**src/rtl/cdet_pkg.sv**
```systemverilog
// Package: shared constants and types for the card slot register block.
// Assumes the word map is fixed at four decoded indices.
package cdet_pkg;
    localparam int IX_IDENT    = 0;
    localparam int IX_FLASHPRG = 1;
    localparam int IX_STATUS   = 2;
    localparam int IX_DECODE   = 3;
    localparam int IX_LAST     = IX_DECODE;

    localparam int WP_POS  = 0;   // live write-protect bit in the status word
    localparam int INS_POS = 3;   // sticky insertion bit in the status word

    typedef struct packed {
        logic rd_ident;
        logic rd_status;
        logic rd_decode;
        logic wr_status;
    } dec_t;
endpackage

```
**src/rtl/cdet_decode.sv**
```systemverilog
// Module: index decoder and sticky out-of-range error flag.
// Assumes one access per cycle; index 1 reads need no select (they read zero).
module cdet_decode
    import cdet_pkg::*;
#(
    parameter int IDX_W = 6
) (
    input  logic             clk,
    input  logic             rst_n,
    input  logic             req,
    input  logic             wr,
    input  logic [IDX_W-1:0] idx,
    output dec_t             dec,
    output logic             err_o
);
    logic oob;
    logic err_q;

    // Decode the index into read/write selects.
    always_comb begin
        dec.rd_ident  = req && !wr && (idx == IDX_W'(IX_IDENT));
        dec.rd_status = req && !wr && (idx == IDX_W'(IX_STATUS));
        dec.rd_decode = req && !wr && (idx == IDX_W'(IX_DECODE));
        dec.wr_status = req &&  wr && (idx == IDX_W'(IX_STATUS));
        oob           = req && (idx > IDX_W'(IX_LAST));
    end

    // Hold the bus-error flag once any out-of-range access is seen.
    always_ff @(posedge clk) begin
        if (!rst_n)
            err_q <= 1'b0;
        else if (oob)
            err_q <= 1'b1;
    end

    assign err_o = err_q;
endmodule

```
**src/rtl/cdet_event.sv**
```systemverilog
// Module: per-bit sticky event latches with write-one-to-clear.
// Assumes STICKY_MASK marks which bits hold an event; other bits stay zero.
// A set and a clear in the same cycle leave the bit set.
module cdet_event #(
    parameter int              DATA_W      = 32,
    parameter logic [DATA_W-1:0] STICKY_MASK = DATA_W'(8)
) (
    input  logic              clk,
    input  logic              rst_n,
    input  logic [DATA_W-1:0] set_ev,
    input  logic              clr_en,
    input  logic [DATA_W-1:0] clr_data,
    output logic [DATA_W-1:0] sticky,
    output logic              pending
);
    logic [DATA_W-1:0] clr_vec;

    // Qualify the clear data with the write strobe and the sticky mask.
    always_comb clr_vec = clr_en ? (clr_data & STICKY_MASK) : '0;

    for (genvar b = 0; b < DATA_W; b++) begin : g_bit
        if (STICKY_MASK[b]) begin : g_flop
            logic q;
            // Latch the event; a set beats a same-cycle clear.
            always_ff @(posedge clk) begin
                if (!rst_n)
                    q <= 1'b0;
                else if (set_ev[b])
                    q <= 1'b1;
                else if (clr_vec[b])
                    q <= 1'b0;
            end
            assign sticky[b] = q;
        end else begin : g_zero
            assign sticky[b] = 1'b0;
        end
    end

    assign pending = |sticky;
endmodule

```
**src/rtl/cdet_rdmux.sv**
```systemverilog
// Module: combinational read-data selector.
// Assumes the selects are mutually exclusive; no select returns zero.
module cdet_rdmux
    import cdet_pkg::*;
#(
    parameter int              DATA_W   = 32,
    parameter logic [DATA_W-1:0] ID_WORD  = DATA_W'(32'h4103_4003),
    parameter logic [DATA_W-1:0] DEC_WORD = DATA_W'(32'h11)
) (
    input  dec_t              dec,
    input  logic [DATA_W-1:0] status,
    output logic [DATA_W-1:0] rdata
);
    // Pick the word for the current read.
    always_comb begin
        if (dec.rd_ident)
            rdata = ID_WORD;
        else if (dec.rd_status)
            rdata = status;
        else if (dec.rd_decode)
            rdata = DEC_WORD;
        else
            rdata = '0;
    end
endmodule

```
**src/rtl/cdet_slot_regs.sv**
```systemverilog
// Module: card slot status/interrupt register block (top).
// Assumes wp_in and card_in are already synchronous to clk and debounced.
module cdet_slot_regs
    import cdet_pkg::*;
#(
    parameter int              IDX_W    = 6,
    parameter int              DATA_W   = 32,
    parameter logic [DATA_W-1:0] ID_WORD  = DATA_W'(32'h4103_4003),
    parameter logic [DATA_W-1:0] DEC_WORD = DATA_W'(32'h11)
) (
    input  logic              clk,
    input  logic              rst_n,
    input  logic              bus_req,
    input  logic              bus_wr,
    input  logic [IDX_W-1:0]  bus_idx,
    input  logic [DATA_W-1:0] bus_wdata,
    output logic [DATA_W-1:0] bus_rdata,
    input  logic              wp_in,
    input  logic              card_in,
    output logic              slot_irq,
    output logic              bus_err
);
    localparam logic [DATA_W-1:0] INS_MASK = DATA_W'(1) << INS_POS;
    localparam logic [DATA_W-1:0] WP_MASK  = DATA_W'(1) << WP_POS;

    dec_t              dec;
    logic [DATA_W-1:0] set_vec;
    logic [DATA_W-1:0] sticky;
    logic [DATA_W-1:0] status;

    cdet_decode #(.IDX_W(IDX_W)) u_dec (
        .clk   (clk),
        .rst_n (rst_n),
        .req   (bus_req),
        .wr    (bus_wr),
        .idx   (bus_idx),
        .dec   (dec),
        .err_o (bus_err)
    );

    // Route the insertion input onto its event bit.
    always_comb set_vec = card_in ? INS_MASK : '0;

    cdet_event #(.DATA_W(DATA_W), .STICKY_MASK(INS_MASK)) u_evt (
        .clk      (clk),
        .rst_n    (rst_n),
        .set_ev   (set_vec),
        .clr_en   (dec.wr_status),
        .clr_data (bus_wdata),
        .sticky   (sticky),
        .pending  (slot_irq)
    );

    // Merge the live write-protect level into the status word.
    always_comb status = sticky | (wp_in ? WP_MASK : '0);

    cdet_rdmux #(.DATA_W(DATA_W), .ID_WORD(ID_WORD), .DEC_WORD(DEC_WORD)) u_rd (
        .dec    (dec),
        .status (status),
        .rdata  (bus_rdata)
    );
endmodule

```
**config.mk**
```make
export PLATFORM = sky130hd
export DESIGN_NAME = cdet_slot_regs
export DESIGN_NICKNAME = d
export VERILOG_FILES = /design/src/rtl/cdet_pkg.sv /design/src/rtl/cdet_decode.sv /design/src/rtl/cdet_event.sv /design/src/rtl/cdet_rdmux.sv /design/src/rtl/cdet_slot_regs.sv
export SDC_FILE = /design/constraint.sdc
export NUM_CORES = 1
export LEC_CHECK = 0
export ABC_CLOCK_PERIOD_IN_PS = 1900
export CAP_MARGIN = 25
export CORE_MARGIN = 2
export CORE_UTILIZATION = 16
export DETAILED_ROUTE_END_ITERATION = 10
export PLACE_DENSITY = 0.74
export SYNTH_ARGS = -nofsm -noshare
export SYNTH_HDL_FRONTEND = slang
export SYNTH_SLANG_ARGS = --single-unit
```
**constraint.sdc**
```tcl
create_clock -name clk -period 1.9 [get_ports clk]
set_input_delay 0.38 -clock clk [delete_from_list [all_inputs] [get_ports clk]]
set_output_delay 0.38 -clock clk [all_outputs]
set_load 0.02 [all_outputs]
```
==> impl_metrics.tcl, run 1 <==
set metrics [dict create \
    grt_max_degree 7 \
    slew_violations 0 \
    rsz0062_at_grt "true" \
    period_minus_slack_ps 2120 \
    cp.arrival_ps 1740 \
    cp-start-kind "input port" \
    ys_top_cells_by_area "buf_4, dfxtp_1, a211oi_2" \
    dr.pass1.iters 1 \
    ys_seq_area_share_pct 10.7 \
    fin_skew_ps 0 \
    multiInputGateArea_sq_um 218 \
    yosys-top-cells-count "buf_4, and3_1, dfxtp_1, inv_1" \
    cp_max_fo 6 \
    stdcell_count 101 \
    clkTransAtPathRegs_ps 30 \
    ys_seq_elements 2 \
    die_x_um 52.4 \
    min-delay-start "u_dec.err_o$_SDFFE_PN0P_" \
    core_sq_um 2210 \
    violations "negative setup slack" \
    antennaDiodeCount 0 \
    async_reset_ff_share_pct 0 \
    crit_start "bus_idx[5]" \
    hold_end "u_dec.err_o$_SDFFE_PN0P_" \
    routed_wl_um 805 \
    ys_types 18 \
    clk_latency_ps 230 \
    grt_pass1_vias 301 \
    die_area_sq_um 2750 \
    p_leak_nw 0.310 \
    critPathCaptureType "primary output" \
    powerDensity_nw_per_um2 413 \
    first_iter_violations 0 \
    synth.most_common_cell "buf_4" \
    setup_viol 9 \
    cts_buffers 3 \
    drtAntennaViolNets 0 \
    synth_top_area_share_pct 56.0 \
    via_per_inst 3.29 \
    synth_edf_count 0 \
    critPathRequiredTime_ps 1520 \
    drive_above_1_share_pct 37.0 \
    rrSetupSlack_ps 1250 \
    timing.final.ws_setup_ps -219 \
    place_inst 96 \
    maxCapViolations 0 \
    rows 17 \
    fmax_mhz 472 \
    seq_area_sq_um 40.0 \
    hpwl_um 682 \
    post-route-period-util_pct 112 \
    clk_path_buf_depth 2 \
    start_util_pct 17.0 \
    grt_overflow 0 \
    min_path_type "register to register" \
    postSynthAreaPerCell_sq_um 7.82 \
    antenna_found_initial 0 \
    rr_startpoint "u_evt.pending$_SDFFE_PN0P_" \
    cts_max_level 1 \
    final_core_util_pct 26.9 \
    grt_pass1_wl_um 1160 \
    synth_ff_type "dfxtp_1" \
    finalHoldViolCount 0 \
    critPathKind "input port to primary output" \
    nFillCells 247 \
    io_buffers 23 \
    irDropWorstVdd_mv 0.234 \
    grtUsageTotal_pct 6.57 \
    synth-warning-count 0 \
    tns_ps -1600 \
    nNetsFinal 119 \
    r2r_cells 2 \
    finalPower_uw 245 \
    status "finished with violations" \
    wl_per_cell_um 7.97 \
    hold_buffers 0 \
    cts_sinks 2 \
    clockRootBuffer "clkbuf_4" \
    r2r_end "u_evt.pending$_SDFFE_PN0P_" \
    cts_tree "yes" \
    areaGrowthSynthToFinish_pct 58.3 \
    die_y_um 52.4 \
    place_congestion 0.647 \
    num_vias 332 \
    drc 0 \
    ios 78 \
    yosysTopAreaCell "buf_4" \
    synthCells 48 \
    syn-cell-area_sq_um 375 \
    holdPathStages 2 \
]
layout by cell type, fill, tap and decap left out, types with 2 or more instances in the layout:
master / synthesis / final
buf_4: 28 / 5
conb_1: 1 / 23
clkbuf_4: 0 / 3
buf_6: 0 / 11
nor3_4: 0 / 2
dfxtp_1: 2 / 2
clkdlybuf4s50_1: 0 / 10
and3_1: 2 / 2
inv_1: 2 / 2
how the worst max path moves through the flow:
stage               slack [ps]            end  cells past startpoint
floorplan                 -270  bus_rdata[14]                      4
global placement         -1010  bus_rdata[14]                      5
global route              -270   bus_rdata[1]                      6
CTS                       -330   bus_rdata[1]                      6
finish                    -220   bus_rdata[1]                      6
detailed placement       -1060   bus_rdata[1]                      5
cell families (layout without fill, tap and decap cells):
family / Yosys count / count (layout) / share of synthesized area (%)
other cells: 1 / 23 / 0.999
compound gates: 4 / 4 / 7.66
flops: 2 / 2 / 10.7
buf+inv: 30 / 33 / 58.0
simple gates: 11 / 11 / 22.7
per-layer routing:
| metal | share of wire [%] | GRT usage [%] | wire [um] | vias up |
|---|---|---|---|---|
| li1 | - | - | - | 155 |
| met1 | 31 | 5.48 | 253 | 135 |
| met2 | 45 | 10.0 | 361 | 38 |
| met3 | 18 | 2.00 | 145 | 4 |
| met4 | 5.5 | 10.3 | 44 | 0 |
| met5 | 0 | 0 | 0 | - |
state kept, by name, indices dropped and copies added (netlist names):
register,flops
u_dec.err_o,1
u_evt.pending,1
stage by stage:
| step | area, sq um | worst slack, ps | hold WS, ps |
|---|---|---|---|
| floorplan | 464 | -270 | 508 |
| global placement | 542 | -1010 | 499 |
| detailed placement | 542 | -1060 | 508 |
| CTS | 589 | -329 | 521 |
| global route | 594 | -267 | 533 |
| finish | 594 | -219 | 516 |
power breakdown:
group / switching [mW] / internal [mW]
Combinational: 0.0612 / 0.0366
Sequential: 0.00199 / 0.0455
Clock: 0.0299 / 0.0702
layout make-up:
class | count | share of cell area (%)
Sequential cell | 2 | 6.74
Timing Repair Buffer | 28 | 45.7
Clock buffer | 3 | 3.79
Multi-Input combinational cell | 38 | 36.6
Inverter | 2 | 1.26
Tap cell | 28 | 5.89
critical path: stages:
cell and delay [ps]:
clkbuf_2 80, or4_4 520, or3_4 370, nor3_4 120
buf_6 150, buf_6 120
timing repair:
item / 4_1_cts / 5_1_grt
pin swaps: 5 / 3
endpoints found under the setup margin: 9 / 9
setup buffers: 2 / 0
gates resized for setup: 67 / 3
endpoints found under the hold margin: 0 / 0
Note: power is estimated with default switching activity, not from simulation.
==> run 2, diff against run 1 <==
--- a/config.mk
+++ b/config.mk
@@ -9,8 +9,10 @@
 export CAP_MARGIN = 25
 export CORE_MARGIN = 2
 export CORE_UTILIZATION = 16
+export CTS_CLUSTER_DIAMETER = 200
 export DETAILED_ROUTE_END_ITERATION = 10
 export PLACE_DENSITY = 0.74
+export RECOVER_POWER = 100
 export SYNTH_ARGS = -nofsm -noshare
 export SYNTH_HDL_FRONTEND = slang
 export SYNTH_SLANG_ARGS = --single-unit
==> run 2 against run 1 <==
Non-clock buffer count unchanged. Routed wire length fell by 0.25%. Critical path type unchanged. Largest power group unchanged. Via count stayed put. The flow still finishes with violations (negative setup slack).
==> impl_metrics.tcl, run 2 (synthesis results as in run 1) <==
set metrics [dict create \
    critPathKind "input port to primary output" \
    cts_tree "yes" \
    setup_viol 9 \
    crit_family "simple AND/OR/NAND/NOR gates" \
    cts_max_level 1 \
    p_leak_nw 0.313 \
    crit_buf_inv 3 \
    crit_top_cell "buf_6" \
    cpMaxStageDelayCell "or4_4" \
    via_per_inst 3.29 \
    irDropWorstVdd_mv 0.231 \
    grtUsageTotal_pct 6.57 \
    drtAntennaViolNets 0 \
    grt_overflow 0 \
    drc 0 \
    status "finished with violations" \
    cp.arrival_ps 1740 \
    ios 78 \
    cts_sinks 2 \
    die_area_sq_um 2750 \
    fin_skew_ps 0 \
    crit_chain "clkbuf_2 > or4_4 > or3_4 > nor3_4 > buf_6 > buf_6" \
    drive_above_1_share_pct 37.0 \
    mostFrequentLayoutCells "conb_1, buf_6, clkdlybuf4s50_1" \
    rrSetupSlack_ps 1250 \
    finalHoldViolCount 0 \
    areaGrowthSynthToFinish_pct 58.3 \
    timing.hold.ws_ps 510 \
    min_path_type "register to register" \
    post-route-period-util_pct 112 \
    fmax_mhz 472 \
    clkTransAtPathRegs_ps 30 \
    finalPower_uw 244 \
    rsz0062_at_grt "true" \
    timing.final.ws_setup_ps -219 \
    start_util_pct 17.0 \
    dr.pass1.iters 1 \
    critPathRequiredTime_ps 1520 \
    maxCapViolations 0 \
    final_core_util_pct 26.9 \
    cts_buffers 3 \
    core_sq_um 2210 \
    cp-start-kind "input port" \
    violations "negative setup slack" \
    final_common_cell "conb_1" \
    cp_max_fo 6 \
    use_met3_pct 2.00 \
    period_minus_slack_ps 2120 \
    antennaDiodeCount 0 \
    place_congestion 0.647 \
    slew_violations 0 \
    wl_per_cell_um 7.95 \
    clockRootBuffer "clkbuf_4" \
    die_y_um 52.4 \
    grt_pass1_vias 301 \
    critPathCaptureType "primary output" \
    grt_util_met1_pct 5.48 \
    grt_max_degree 7 \
    rows 17 \
    clk_path_buf_depth 2 \
    nNetsFinal 119 \
    use_met2_pct 10.0 \
    nFillCells 247 \
    io_buffers 23 \
    grt_pass1_wl_um 1160 \
    routed_wl_um 803 \
    die_x_um 52.4 \
    finalInstanceArea_sq_um 594 \
    postPlaceCellArea_sq_um 542 \
    powerDensity_nw_per_um2 411 \
    first_iter_violations 0 \
    clk_latency_ps 230 \
    busiest_layer "met4" \
    crit_path_max_incr_delay_ps 520 \
    antenna_found_initial 0 \
    hpwl_um 682 \
    num_vias 332 \
]
run 2: layer usage:
metal | share of wire (%) | wire length [um]
met5 | 0 | 0
met2 | 45 | 361
met4 | 5.5 | 44
met1 | 31 | 252
met3 | 18 | 145
run 2: where the power goes:
| part | switching [mW] | internal, mW | total (mW) |
|---|---|---|---|
| combinational | 0.0612 | 0.0355 | 0.0967 |
| clock | 0.0299 | 0.0702 | 0.100 |
| sequential | 0.00184 | 0.0455 | 0.0473 |
| total | 0.0929 | 0.151 | 0.244 |
run 2: cell type report:
cell class	count	area [sq um]	area share (%)
clock buffer	3	22.5	3.79
inverter	2	7.51	1.26
multi-input combinational	38	218	36.6
sequential	2	40.0	6.74
tap	28	35.0	5.89
timing repair buffer	28	272	45.7
run 2: per-stage QoR:
stage	std cells	TNS [ps]	setup WS, ps
2_1_floorplan	70	-1500	-270
3_3_place_gp	96	-8730	-1010
3_5_place_dp	96	-9080	-1060
4_1_cts	101	-2350	-329
5_1_grt	101	-2010	-267
6_report	101	-1600	-219
run 2: final timing paths:
check | start | to | cells past startpoint
hold reg to reg | u_dec.err_o$_SDFFE_PN0P_ | u_dec.err_o$_SDFFE_PN0P_ | 2
setup reg to reg | u_evt.pending$_SDFFE_PN0P_ | u_evt.pending$_SDFFE_PN0P_ | 2
setup / recovery | bus_idx[5] | bus_rdata[1] | 6
hold / removal | u_dec.err_o$_SDFFE_PN0P_ | u_dec.err_o$_SDFFE_PN0P_ | 2
run 2: tightest hold or removal path: stages (launching register included):
cell	delay [ps]
dfxtp_1	330
a21oi_1	40
nor2b_1	100
run 2: repair_timing:
| item | CTS | global route |
|---|---|---|
| buffers inserted | 2 | 0 |
| pin swaps | 5 | 3 |
| hold buffers | 0 | 0 |
| cloned | 0 | 0 |
| setup endpoints to repair | 9 | 9 |
| hold endpoints to repair | 0 | 0 |
| gates resized for setup | 67 | 3 |
